### config.mk
export PLATFORM = sky130hd
export DESIGN_NAME = gpio_bank_regs
export DESIGN_NICKNAME = d
export VERILOG_FILES = /design/src/rtl/gpio_bank_pkg.sv /design/src/rtl/gpio_addr_decode.sv /design/src/rtl/gpio_in_filter.sv /design/src/rtl/gpio_port_bank.sv /design/src/rtl/gpio_bank_regs.sv
export SDC_FILE = /design/constraint.sdc
export NUM_CORES = 2
export LEC_CHECK = 0
export BUFFER_PORTS_ARGS = -buffer_cell sky130_fd_sc_hd__clkbuf_2
export CAP_MARGIN = 10
export CORE_MARGIN = 5
export CORE_UTILIZATION = 53
export DETAILED_ROUTE_END_ITERATION = 8
export HOLD_SLACK_MARGIN = 0.05
export PLACE_DENSITY_LB_ADDON = 0.25
export SLEW_MARGIN = 20
export SYNTH_ARGS = -nofsm -noshare
export SYNTH_HDL_FRONTEND = slang
export SYNTH_SLANG_ARGS = --single-unit
### constraint.sdc
create_clock -name clk -period 4.3 [get_ports clk]
set_input_delay 0.86 -clock clk [delete_from_list [all_inputs] [get_ports clk]]
set_output_delay 0.86 -clock clk [all_outputs]
set_load 0.02 [all_outputs]
### src/rtl/gpio_bank_pkg.sv
// Package: shared constants and the register-kind type of the banked GPIO core.
// Assumes byte addressing with 32-bit register words.
package gpio_bank_pkg;
    localparam int BANK_BITS = 32;
    localparam int N_KINDS   = 5;

    typedef enum logic [2:0] {
        K_NONE  = 3'd0,
        K_LEVEL = 3'd1,
        K_DIR   = 3'd2,
        K_SET   = 3'd3,
        K_CLR   = 3'd4,
        K_BYP   = 3'd5
    } reg_kind_e;

    localparam int        KIND_BASE [N_KINDS] = '{32'h004, 32'h01C, 32'h034, 32'h04C, 32'h094};
    localparam reg_kind_e KIND_ID   [N_KINDS] = '{K_LEVEL, K_DIR, K_SET, K_CLR, K_BYP};
endpackage

### src/rtl/gpio_addr_decode.sv
// Module: turns a byte address into a register kind and a bank index.
// Assumes each kind is an array of N_BANKS words with a 4-byte stride, and
// that misaligned or out-of-range addresses decode to K_NONE.
module gpio_addr_decode
    import gpio_bank_pkg::*;
#(
    parameter int ADDR_W  = 8,
    parameter int N_BANKS = 6,
    parameter int BANK_IW = 3
) (
    input  logic [ADDR_W-1:0]  addr_i,
    output reg_kind_e          kind_o,
    output logic [BANK_IW-1:0] bank_o
);
    // Purpose: match the address against every kind's window.
    always_comb begin
        kind_o = K_NONE;
        bank_o = '0;
        for (int k = 0; k < N_KINDS; k++) begin
            int off;
            off = int'(addr_i) - KIND_BASE[k];
            if (off >= 0 && off < 4 * N_BANKS && (off % 4) == 0) begin
                kind_o = KIND_ID[k];
                bank_o = BANK_IW'(off / 4);
            end
        end
    end
endmodule

### src/rtl/gpio_in_filter.sv
// Module: one pin's input path, with a two-flop synchronizer and then a glitch filter.
// Assumes the filter accepts a level only after FILT_LEN consecutive
// synchronized samples of it. With bypass, the synchronizer output is used directly.
module gpio_in_filter #(
    parameter int FILT_LEN = 3
) (
    input  logic clk,
    input  logic rst_n,
    input  logic pin_i,
    input  logic bypass_i,
    output logic level_o
);
    localparam int CNT_W = (FILT_LEN > 1) ? $clog2(FILT_LEN) : 1;

    logic             s1_q, s2_q, filt_q;
    logic [CNT_W-1:0] cnt_q;

    // Purpose: synchronize the pin, then qualify changes by a run-length count.
    always_ff @(posedge clk) begin
        if (!rst_n) begin
            s1_q   <= 1'b0;
            s2_q   <= 1'b0;
            filt_q <= 1'b0;
            cnt_q  <= '0;
        end else begin
            s1_q <= pin_i;
            s2_q <= s1_q;
            if (bypass_i) begin
                filt_q <= s2_q;
                cnt_q  <= '0;
            end else if (s2_q == filt_q) begin
                cnt_q <= '0;
            end else if (cnt_q == CNT_W'(FILT_LEN - 1)) begin
                filt_q <= s2_q;
                cnt_q  <= '0;
            end else begin
                cnt_q <= cnt_q + 1'b1;
            end
        end
    end

    assign level_o = bypass_i ? s2_q : filt_q;

    // with the filter on, the accepted level moves only when the run is complete
    a_r9_no_early_accept: assert property (@(posedge clk) disable iff (!rst_n)
        (!bypass_i && cnt_q != CNT_W'(FILT_LEN - 1)) |=> $stable(filt_q));
    // in bypass, the filter state follows the synchronizer output
    a_r8_bypass_tracks: assert property (@(posedge clk) disable iff (!rst_n)
        bypass_i |=> (filt_q == $past(s2_q)));
endmodule

### src/rtl/gpio_port_bank.sv
// Module: the writable state (direction, output value, filter bypass), one
// word of each per bank.
// Assumes set and clear arrive as separate bus writes, so they never meet in one cycle.
module gpio_port_bank
    import gpio_bank_pkg::*;
#(
    parameter int N_BANKS = 6,
    parameter int BANK_IW = 3,
    localparam int NPINS  = N_BANKS * BANK_BITS
) (
    input  logic                 clk,
    input  logic                 rst_n,
    input  logic                 wr_en_i,
    input  reg_kind_e            kind_i,
    input  logic [BANK_IW-1:0]   bank_i,
    input  logic [BANK_BITS-1:0] wdata_i,
    output logic [NPINS-1:0]     dir_o,
    output logic [NPINS-1:0]     out_o,
    output logic [NPINS-1:0]     byp_o
);
    for (genvar b = 0; b < N_BANKS; b++) begin : g_bank
        logic [BANK_BITS-1:0] dir_q, out_q, byp_q;
        logic                 hit;

        assign hit = wr_en_i && (bank_i == BANK_IW'(b));

        // Purpose: apply bus writes aimed at this bank.
        always_ff @(posedge clk) begin
            if (!rst_n) begin
                dir_q <= '0;
                out_q <= '0;
                byp_q <= '0;
            end else if (hit) begin
                case (kind_i)
                    K_DIR:   dir_q <= wdata_i;
                    K_BYP:   byp_q <= wdata_i;
                    K_SET:   out_q <= out_q | wdata_i;
                    K_CLR:   out_q <= out_q & ~wdata_i;
                    default: ;
                endcase
            end
        end

        assign dir_o[b*BANK_BITS +: BANK_BITS] = dir_q;
        assign out_o[b*BANK_BITS +: BANK_BITS] = out_q;
        assign byp_o[b*BANK_BITS +: BANK_BITS] = byp_q;

        // every 1 bit written to the set word ends up high
        a_r4_set_bits_high: assert property (@(posedge clk) disable iff (!rst_n)
            (hit && kind_i == K_SET) |=> ((out_q & $past(wdata_i)) == $past(wdata_i)));
        // every 1 bit written to the clear word ends up low
        a_r5_clr_bits_low: assert property (@(posedge clk) disable iff (!rst_n)
            (hit && kind_i == K_CLR) |=> ((out_q & $past(wdata_i)) == '0));
        // zero bits of a strobe leave the other outputs alone
        a_r4_r5_zero_bits_keep: assert property (@(posedge clk) disable iff (!rst_n)
            (hit && (kind_i == K_SET || kind_i == K_CLR))
            |=> ((out_q & ~$past(wdata_i)) == ($past(out_q) & ~$past(wdata_i))));
    end
endmodule

### src/rtl/gpio_bank_regs.sv
// Module: top of the banked GPIO register file. It holds the bus decode, the read
// mux with its registered read data, the per-pin input conditioning and the state banks.
// Assumes a single-cycle bus. Read data appears the cycle after rd_en_i.
module gpio_bank_regs
    import gpio_bank_pkg::*;
#(
    parameter int ADDR_W   = 8,
    parameter int N_BANKS  = 6,
    parameter int FILT_LEN = 3,
    localparam int NPINS   = N_BANKS * BANK_BITS,
    localparam int BANK_IW = (N_BANKS > 1) ? $clog2(N_BANKS) : 1
) (
    input  logic                 clk,
    input  logic                 rst_n,
    input  logic [ADDR_W-1:0]    addr_i,
    input  logic                 wr_en_i,
    input  logic [BANK_BITS-1:0] wdata_i,
    input  logic                 rd_en_i,
    output logic [BANK_BITS-1:0] rdata_o,
    input  logic [NPINS-1:0]     pin_in_i,
    output logic [NPINS-1:0]     pin_out_o,
    output logic [NPINS-1:0]     pin_oe_o
);
    reg_kind_e            kind;
    logic [BANK_IW-1:0]   bank;
    logic [NPINS-1:0]     dir_vec, out_vec, byp_vec, level_vec;
    logic [BANK_BITS-1:0] rd_val;

    gpio_addr_decode #(.ADDR_W(ADDR_W), .N_BANKS(N_BANKS), .BANK_IW(BANK_IW)) u_dec (
        .addr_i (addr_i),
        .kind_o (kind),
        .bank_o (bank)
    );

    gpio_port_bank #(.N_BANKS(N_BANKS), .BANK_IW(BANK_IW)) u_state (
        .clk     (clk),
        .rst_n   (rst_n),
        .wr_en_i (wr_en_i),
        .kind_i  (kind),
        .bank_i  (bank),
        .wdata_i (wdata_i),
        .dir_o   (dir_vec),
        .out_o   (out_vec),
        .byp_o   (byp_vec)
    );

    for (genvar p = 0; p < NPINS; p++) begin : g_pin
        gpio_in_filter #(.FILT_LEN(FILT_LEN)) u_filt (
            .clk      (clk),
            .rst_n    (rst_n),
            .pin_i    (pin_in_i[p]),
            .bypass_i (byp_vec[p]),
            .level_o  (level_vec[p])
        );
    end

    // Purpose: select the addressed readable word; write-only and unmapped read as zero.
    always_comb begin
        case (kind)
            K_LEVEL: rd_val = level_vec[int'(bank)*BANK_BITS +: BANK_BITS];
            K_DIR:   rd_val = dir_vec[int'(bank)*BANK_BITS +: BANK_BITS];
            K_BYP:   rd_val = byp_vec[int'(bank)*BANK_BITS +: BANK_BITS];
            default: rd_val = '0;
        endcase
    end

    // Purpose: register the read data on a read strobe and hold it otherwise.
    always_ff @(posedge clk) begin
        if (!rst_n)       rdata_o <= '0;
        else if (rd_en_i) rdata_o <= rd_val;
    end

    assign pin_out_o = out_vec;
    assign pin_oe_o  = dir_vec;

    // reads of write-only or unmapped words return zero
    a_r6_unmapped_zero: assert property (@(posedge clk) disable iff (!rst_n)
        (rd_en_i && (kind == K_NONE || kind == K_SET || kind == K_CLR)) |=> (rdata_o == '0));
    // read data holds when no read is strobed
    a_r11_rdata_hold: assert property (@(posedge clk) disable iff (!rst_n)
        !rd_en_i |=> $stable(rdata_o));
    // a write to the level word leaves the pin outputs alone
    a_r2_level_readonly: assert property (@(posedge clk) disable iff (!rst_n)
        (wr_en_i && kind == K_LEVEL) |=> ($stable(pin_out_o) && $stable(pin_oe_o)));
    // reset clears read data, output enables and output values
    a_r7_reset_clears: assert property (@(posedge clk)
        !rst_n |=> (rdata_o == '0 && pin_oe_o == '0 && pin_out_o == '0));
endmodule

## Yosys cells after proc, flatten, opt, wreduce, memory -nomap -nowiden

Cells that the tools add are included.

- Register bits after elaboration: 1568
- Input port bits: 236
- Word-level logic and storage cells: 3014
- Output and inout port bits: 416

- Shifts and indexed selects: 3
- $lt $le $gt $ge: 10
- Equality and inequality tests: 586
- Muxes and demuxes: 785
- Reductions and logical operators: 622
- Add/sub/neg operators: 202
- Bitwise logic cells: 19

Operator list:

| cell | number |
|---|---|
| $mux W1 | 769 |
| $reduce_or A4 Y1 | 192 |
| $shiftx A192 B9 Y32 | 3 |
| $reduce_and A2 Y1 | 210 |
| $reduce_bool A2 Y1 | 193 |
| $add A2 B1 Y2 const B | 192 |
| $eq A2 B2 Y1 const B | 192 |
| $ne A2 B2 Y1 const B | 192 |
| $pmux W32 S2 | 6 |
| $and A32 B32 Y32 | 6 |
| $eq A1 B1 Y1 | 192 |
| $or A32 B32 Y32 | 6 |
| $logic_not A32 Y1 | 5 |
| $pmux W32 S3 | 1 |
| $ge A9 B1 Y1 const B | 5 |
| $lt A9 B6 Y1 const B | 5 |
| $not A32 Y32 | 1 |
| $mux W3 | 7 |
| $logic_and A1 B1 Y1 | 16 |
| $add A3 B1 Y3 | 5 |
| $eq A3 B2 Y1 const B | 4 |
| $eq A3 B3 Y1 const B | 4 |
| $reduce_or A2 Y1 | 5 |
| $sub A8 B3 Y9 const B | 1 |
| other kinds (9) | 15 |

## Longest topological paths before layout

- Depth in word-level cells: 13
- Mapped depth: 18

## Modules after synthesis

A second synthesis with hierarchy kept.

- Cell total of the unflattened synthesis: 7137
- Area total of the unflattened synthesis: 69624.3 um^2

Modules (own cells, without submodules):

| module | area each (um^2) | instances | cells each | sequential area each (um^2) |
|---|---|---|---|---|
| gpio_in_filter | 195.2 | 192 | 17 | 100.1 |
| gpio_port_bank | 24225.7 | 1 | 2709 | 11531.1 |
| gpio_bank_regs | 7048.0 | 1 | 1031 | 640.6 |
| gpio_addr_decode | 874.6 | 1 | 133 | 0.0 |

## Worst setup path after synthesis

Ideal clock, no wire load.

- Path kind: input to register
- Start: in addr_i[2]
- End: reg (tool-made name)
- Cell stages on the path: 17
- Path buffers: 4
- Setup time: 0.130 ns
- Data arrival time: 4.145 ns
- Data required time: 4.170 ns
- Path slack: 0.025 ns
- Path through: inv_1 -> ha_1 -> nor2_1 -> o21ai_0 -> a22oi_1 -> a2111oi_0 -> ha_1 -> clkbuf_1 -> a21oi_1 -> a2111oi_4 -> o22a_1 -> buf_2 -> buf_2 -> nand3_1 -> clkbuf_1 -> o211ai_1 -> o31ai_1

RTL lines:

| item | line | RTL |
|---|---|---|
| start: declaration | gpio_bank_regs.sv:15 | `input logic [ADDR_W-1:0] addr_i,` |

## Final worst setup path

- Start: in addr_i[2]
- End: reg rdata_o[11]

- Word-level cells in the longest chain between the ends: 11
- Elaborated cells between the ends (all ways): 57
- Classes of those cells: add/sub (10); order compare (10); eq/ne (3); shift (3); mux (11); bitwise (5); reduce/logical (15)

Ends and longest elaborated chain:

| item | line | RTL |
|---|---|---|
| $sub A8 B3 Y9 | gpio_addr_decode.sv:21 | `off = int'(addr_i) - KIND_BASE[k];` |
| $ge A9 B1 Y1, or another cell as far along | gpio_addr_decode.sv:22 | `if (off >= 0 && off < 4 * N_BANKS && (off % 4) == 0) begin` |
| $logic_and A1 B1 Y1 or $logic_not A32 Y1 (tied branches) | gpio_addr_decode.sv:22 |  |
| $logic_and A1 B1 Y1 | gpio_addr_decode.sv:22 |  |
| $mux W3 or $mux W1 (tied branches) | gpio_addr_decode.sv:22 |  |
| $mux W3 or $mux W2 (tied branches) (2 in a row) | gpio_addr_decode.sv:22 |  |
| $mux W3 (2 in a row) | gpio_addr_decode.sv:22 |  |
| $shiftx A192 B9 Y32, or another cell as far along | gpio_bank_regs.sv:62 | `K_BYP: rd_val = byp_vec[int'(bank)*BANK_BITS +: BANK_BITS];` |
| $pmux W32 S3 (*) | gpio_bank_regs.sv:59 | `case (kind)` |
| end signal: assignment | gpio_bank_regs.sv:70 | `else if (rd_en_i) rdata_o <= rd_val;` |
| end: declaration | gpio_bank_regs.sv:19 | `output logic [BANK_BITS-1:0] rdata_o,` |

Every way passes the cells marked *; elsewhere a longest branch is shown, timed or not.
A chain may end at the register's enable or synchronous reset.

==> flow_summary.yaml <==
clock_network:
  numClockSinks: 1568
  tritoncts_clock_tree: "yes"
  post_cts_setup_repair_buffer_count: 0
  clk_pin_slew_ps: 60
  cts_buffers: 161
  cts-htree-levels: 4
  cts.repair.resized: 0
  ctsHoldBuffers: 0
  clock_path_buffers: 3
  clock_latency_ps: 810
  root_buffer: "sky130_fd_sc_hd__clkbuf_16"
logic_synthesis:
  syn_nets: 7324
  leading_post_synthesis_cells_by_cell_area: "sky130_fd_sc_hd__dfxtp_1 49%, sky130_fd_sc_hd__nor2_1 4.6%, sky130_fd_sc_hd__o211ai_1 4.5%, sky130_fd_sc_hd__ha_1 4.1%, sky130_fd_sc_hd__and2_1 3.8%"
  yosys_warnings: 0
  synth_sequential_area_ratio_pct: 49.01
  synth_enable_flop_cells: 0
  synth_top_area_cell: "sky130_fd_sc_hd__dfxtp_1"
  ys_async_sr_fraction_pct: 0
  post_synthesis_cell_count: 6879
  post_syn_area_per_cell_sq_um: 9.310
  ys_dominant_reg_cell: "sky130_fd_sc_hd__dfxtp_1"
  fraction_of_post_synthesis_cell_area_in_the_top_cell_type_by_area_pct: 49.01
  synth.ff_latch_count: 1568
  synth.distinct_cells: 59
  total_standard_cell_area_after_synthesis_sq_um: 64040
grt:
  grt_pass1_wl_microns: 322800
  grt_pass1_vias: 50950
  global_route.usage.total_pct: 33.26
  global_route.overflow_total: 0
  grt_antenna_before_repair: 20
  grt_max_degree: 172
run:
  cap_viol_max_count: 0
sta:
  finalHoldViolCount: 0
  period_share_pct: 88.33
  max_freq_ghz: 0.2633
  fin_worst_skew_ps: 33.75
  worst-slew-pin-transition_ps: 960.4
  rsz0062_at_grt: "false"
  slew-limit-headroom_pct: 35.69
  setup-violations-final: 0
  fin_ws_ps: 501.9
  report.final.slew_viol_count: 0
  final_period_minus_worst_setup_slack_ps: 3798
  worst_hold_slack_across_all_endpoints_ps: 248.6
floorplan:
  fp.dieArea_sq_um: 127900
  ios: 652
  core-area_sq_um: 120000
  die_y_microns: 357.6
  die_w_microns: 357.6
  floorplan.initialDensity_pct: 53.38
  placement_rows: 127
power_and_ir_drop:
  leakagePower_nw: 30.16
  irDropWorstVdd_uv: 436.7
  power_density_nw_per_um2: 409.8
setup_path:
  cp.arrival_ps: 4450
  critPathCaptureType: "flop"
  worst-endpoint-required_ps: 4960
  regToRegSetupSlack_ps: 2760
  worst-setup-path-type: "in -> reg"
  reg_to_reg_critical_path_startpoint: "u_state.g_bank[5].byp_q[11]"
  slowest_stage: "sky130_fd_sc_hd__a32oi_1"
  critical_path.endpoint: "rdata_o[11]"
  critical-path-max-stage-delay_ps: 440
  cp_cell_sequence: "clkbuf_2 > ha_1 > or3_1 > buf_4 > nor3b_1 > o22ai_1 > a311oi_1 > ha_1 > buf_4 > or3b_4 > nor2_4 > buf_12 > a32oi_1 > o211ai_1 > a32oi_1 > o21ai_0"
  timing.critical_path.from: "addr_i[2]"
  start_kind: "input port"
  path_max_fanout: 32
  r2r_endpoint: "rdata_o[11]"
  timing.reg2reg.worst_path_depth: 5
final_layout:
  area_growth_syn_to_layout_pct: 17.51
  stdcell_area_sq_um: 75260
  nets: 7807
  final.fill_count: 9873
  layout-drive-gt1-share_pct: 17.25
  final_core_util_pct: 62.73
detailed_routing:
  firstDrtPassIters: 6
  via_count: 54040
  remaining_design_rule_violation_count: 0
  ant_nets: 0
  drt_wl_total_microns: 220200
  via_per_inst: 5.931
  drt-initial-drc-count: 5347
  route.detailed.wl_per_inst_microns: 24.17
run_status:
  run_status: "completed"
placed_design:
  place_congestion: 0.9096
  placement.io_buffers: 651
  worst_slack_placed_ps: -191.1
  placed_area_sq_um: 69780
  dp_hpwl_microns: 154400
worst_hold_path:
  min_path_type: "in -> reg"
[final cells by class]
cell class	count	area (sq um)	area share (%)
inverters	388	1456	1.935
well taps	1612	2017	2.680
flip-flops and latches	1568	31390	41.71
clock inverters	55	784.5	1.042
clock buffers	234	4664	6.198
diodes	11	27.53	0.03658
multi-input cells	4399	29300	38.93
repair buffers	844	5618	7.465
[Yosys cell counts, types with 138 or more instances]
cell type                  instances
sky130_fd_sc_hd__dfxtp_1        1568
sky130_fd_sc_hd__nor2_1          789
sky130_fd_sc_hd__clkbuf_1        457
sky130_fd_sc_hd__nand2_1         391
sky130_fd_sc_hd__inv_1           388
sky130_fd_sc_hd__o211ai_1        385
sky130_fd_sc_hd__and2_1          384
sky130_fd_sc_hd__nand3_1         331
sky130_fd_sc_hd__a21boi_0        247
sky130_fd_sc_hd__o21ai_0         227
sky130_fd_sc_hd__a32oi_1         224
sky130_fd_sc_hd__ha_1            209
sky130_fd_sc_hd__o31ai_1         193
sky130_fd_sc_hd__xor2_1          193
sky130_fd_sc_hd__mux2i_1         192
sky130_fd_sc_hd__nor2b_1         138
[routing by layer]
layer  part of all wire (%)  routed length (microns)  GRT usage [%]  vias to the layer above
li1                       -                        -              -                    25100
met1                     39                    85630          41.13                    25920
met2                     44                    97630          51.80                     2405
met3                    9.9                    21730          9.348                      607
met4                    6.9                    15230          20.10                        2
met5                 0.0018                        4              0                        -
[placed cells by master, fill, tap and decap left out, types with 64 or more instances in the layout]
master	count
sky130_fd_sc_hd__a21boi_0	247
sky130_fd_sc_hd__a21oi_1	72
sky130_fd_sc_hd__a31o_1	64
sky130_fd_sc_hd__a31o_2	128
sky130_fd_sc_hd__a32oi_1	224
sky130_fd_sc_hd__and2_1	384
sky130_fd_sc_hd__buf_12	72
sky130_fd_sc_hd__buf_4	121
sky130_fd_sc_hd__clkbuf_16	162
sky130_fd_sc_hd__clkbuf_2	650
sky130_fd_sc_hd__dfxtp_1	1568
sky130_fd_sc_hd__ha_1	209
sky130_fd_sc_hd__inv_1	388
sky130_fd_sc_hd__mux2i_1	192
sky130_fd_sc_hd__nand2_1	389
sky130_fd_sc_hd__nand3_1	321
sky130_fd_sc_hd__nor2_1	787
sky130_fd_sc_hd__nor2b_1	137
sky130_fd_sc_hd__o2111ai_1	128
sky130_fd_sc_hd__o211ai_1	385
sky130_fd_sc_hd__o21ai_0	227
sky130_fd_sc_hd__o31ai_1	193
sky130_fd_sc_hd__xor2_1	193
[worst max-delay path, delay by kind of cell]
| kind | cells | cell delay [ps] |
|---|---|---|
| compound gates | 6 | 1310 |
| simple gates | 4 | 1050 |
| buf+inv | 4 | 720 |
| fa+ha+maj | 2 | 470 |
[logic make-up after synthesis]
family	count (synthesis)	synth area share [%]
xor+xnor	200	2.848
buf+inv	912	5.576
compound gates	1702	19.95
mux	224	3.563
simple gates	2064	14.96
fa+ha+maj	209	4.083
flops	1568	49.01
[stage by stage]
stage / total power, mW / TNS [ps] / instances
after floorplan: 16.03 / 0 / 6879
after global placement: 16.75 / -6571 / 8811
after detailed placement: 16.77 / -16500 / 8811
after CTS: 30.95 / 0 / 9100
after global routing: 31.74 / 0 / 9105
final: 30.84 / 0 / 9111
[worst min path at each step]
| stage | slack (ps) | cells past startpoint | startpoint | end |
|---|---|---|---|---|
| 6_report | 250 | 2 | pin_in_i[191] | g_pin[191].u_filt.s1_q |
| 5_1_grt | 230 | 2 | pin_in_i[141] | g_pin[141].u_filt.s1_q |
| 4_1_cts | 200 | 2 | pin_in_i[191] | g_pin[191].u_filt.s1_q |
| 3_5_place_dp | 400 | 1 | g_pin[41].u_filt.cnt_q[0] | g_pin[41].u_filt.cnt_q[0] |
| 3_3_place_gp | 400 | 1 | g_pin[108].u_filt.cnt_q[0] | g_pin[108].u_filt.cnt_q[0] |
| 2_1_floorplan | 390 | 1 | g_pin[171].u_filt.cnt_q[0] | g_pin[171].u_filt.cnt_q[0] |
[report_power, final]
part / total (mW) / leakage [nW] / switching [mW] / internal, mW
combinational: 1.57 / 14.8 / 1.05 / 0.513
clock: 14.4 / 2.65 / 6.03 / 8.32
sequential: 14.9 / 12.7 / 0.158 / 14.8
total: 30.8 / 30.2 / 7.25 / 23.6
Note: power is estimated with default switching activity, not from simulation.
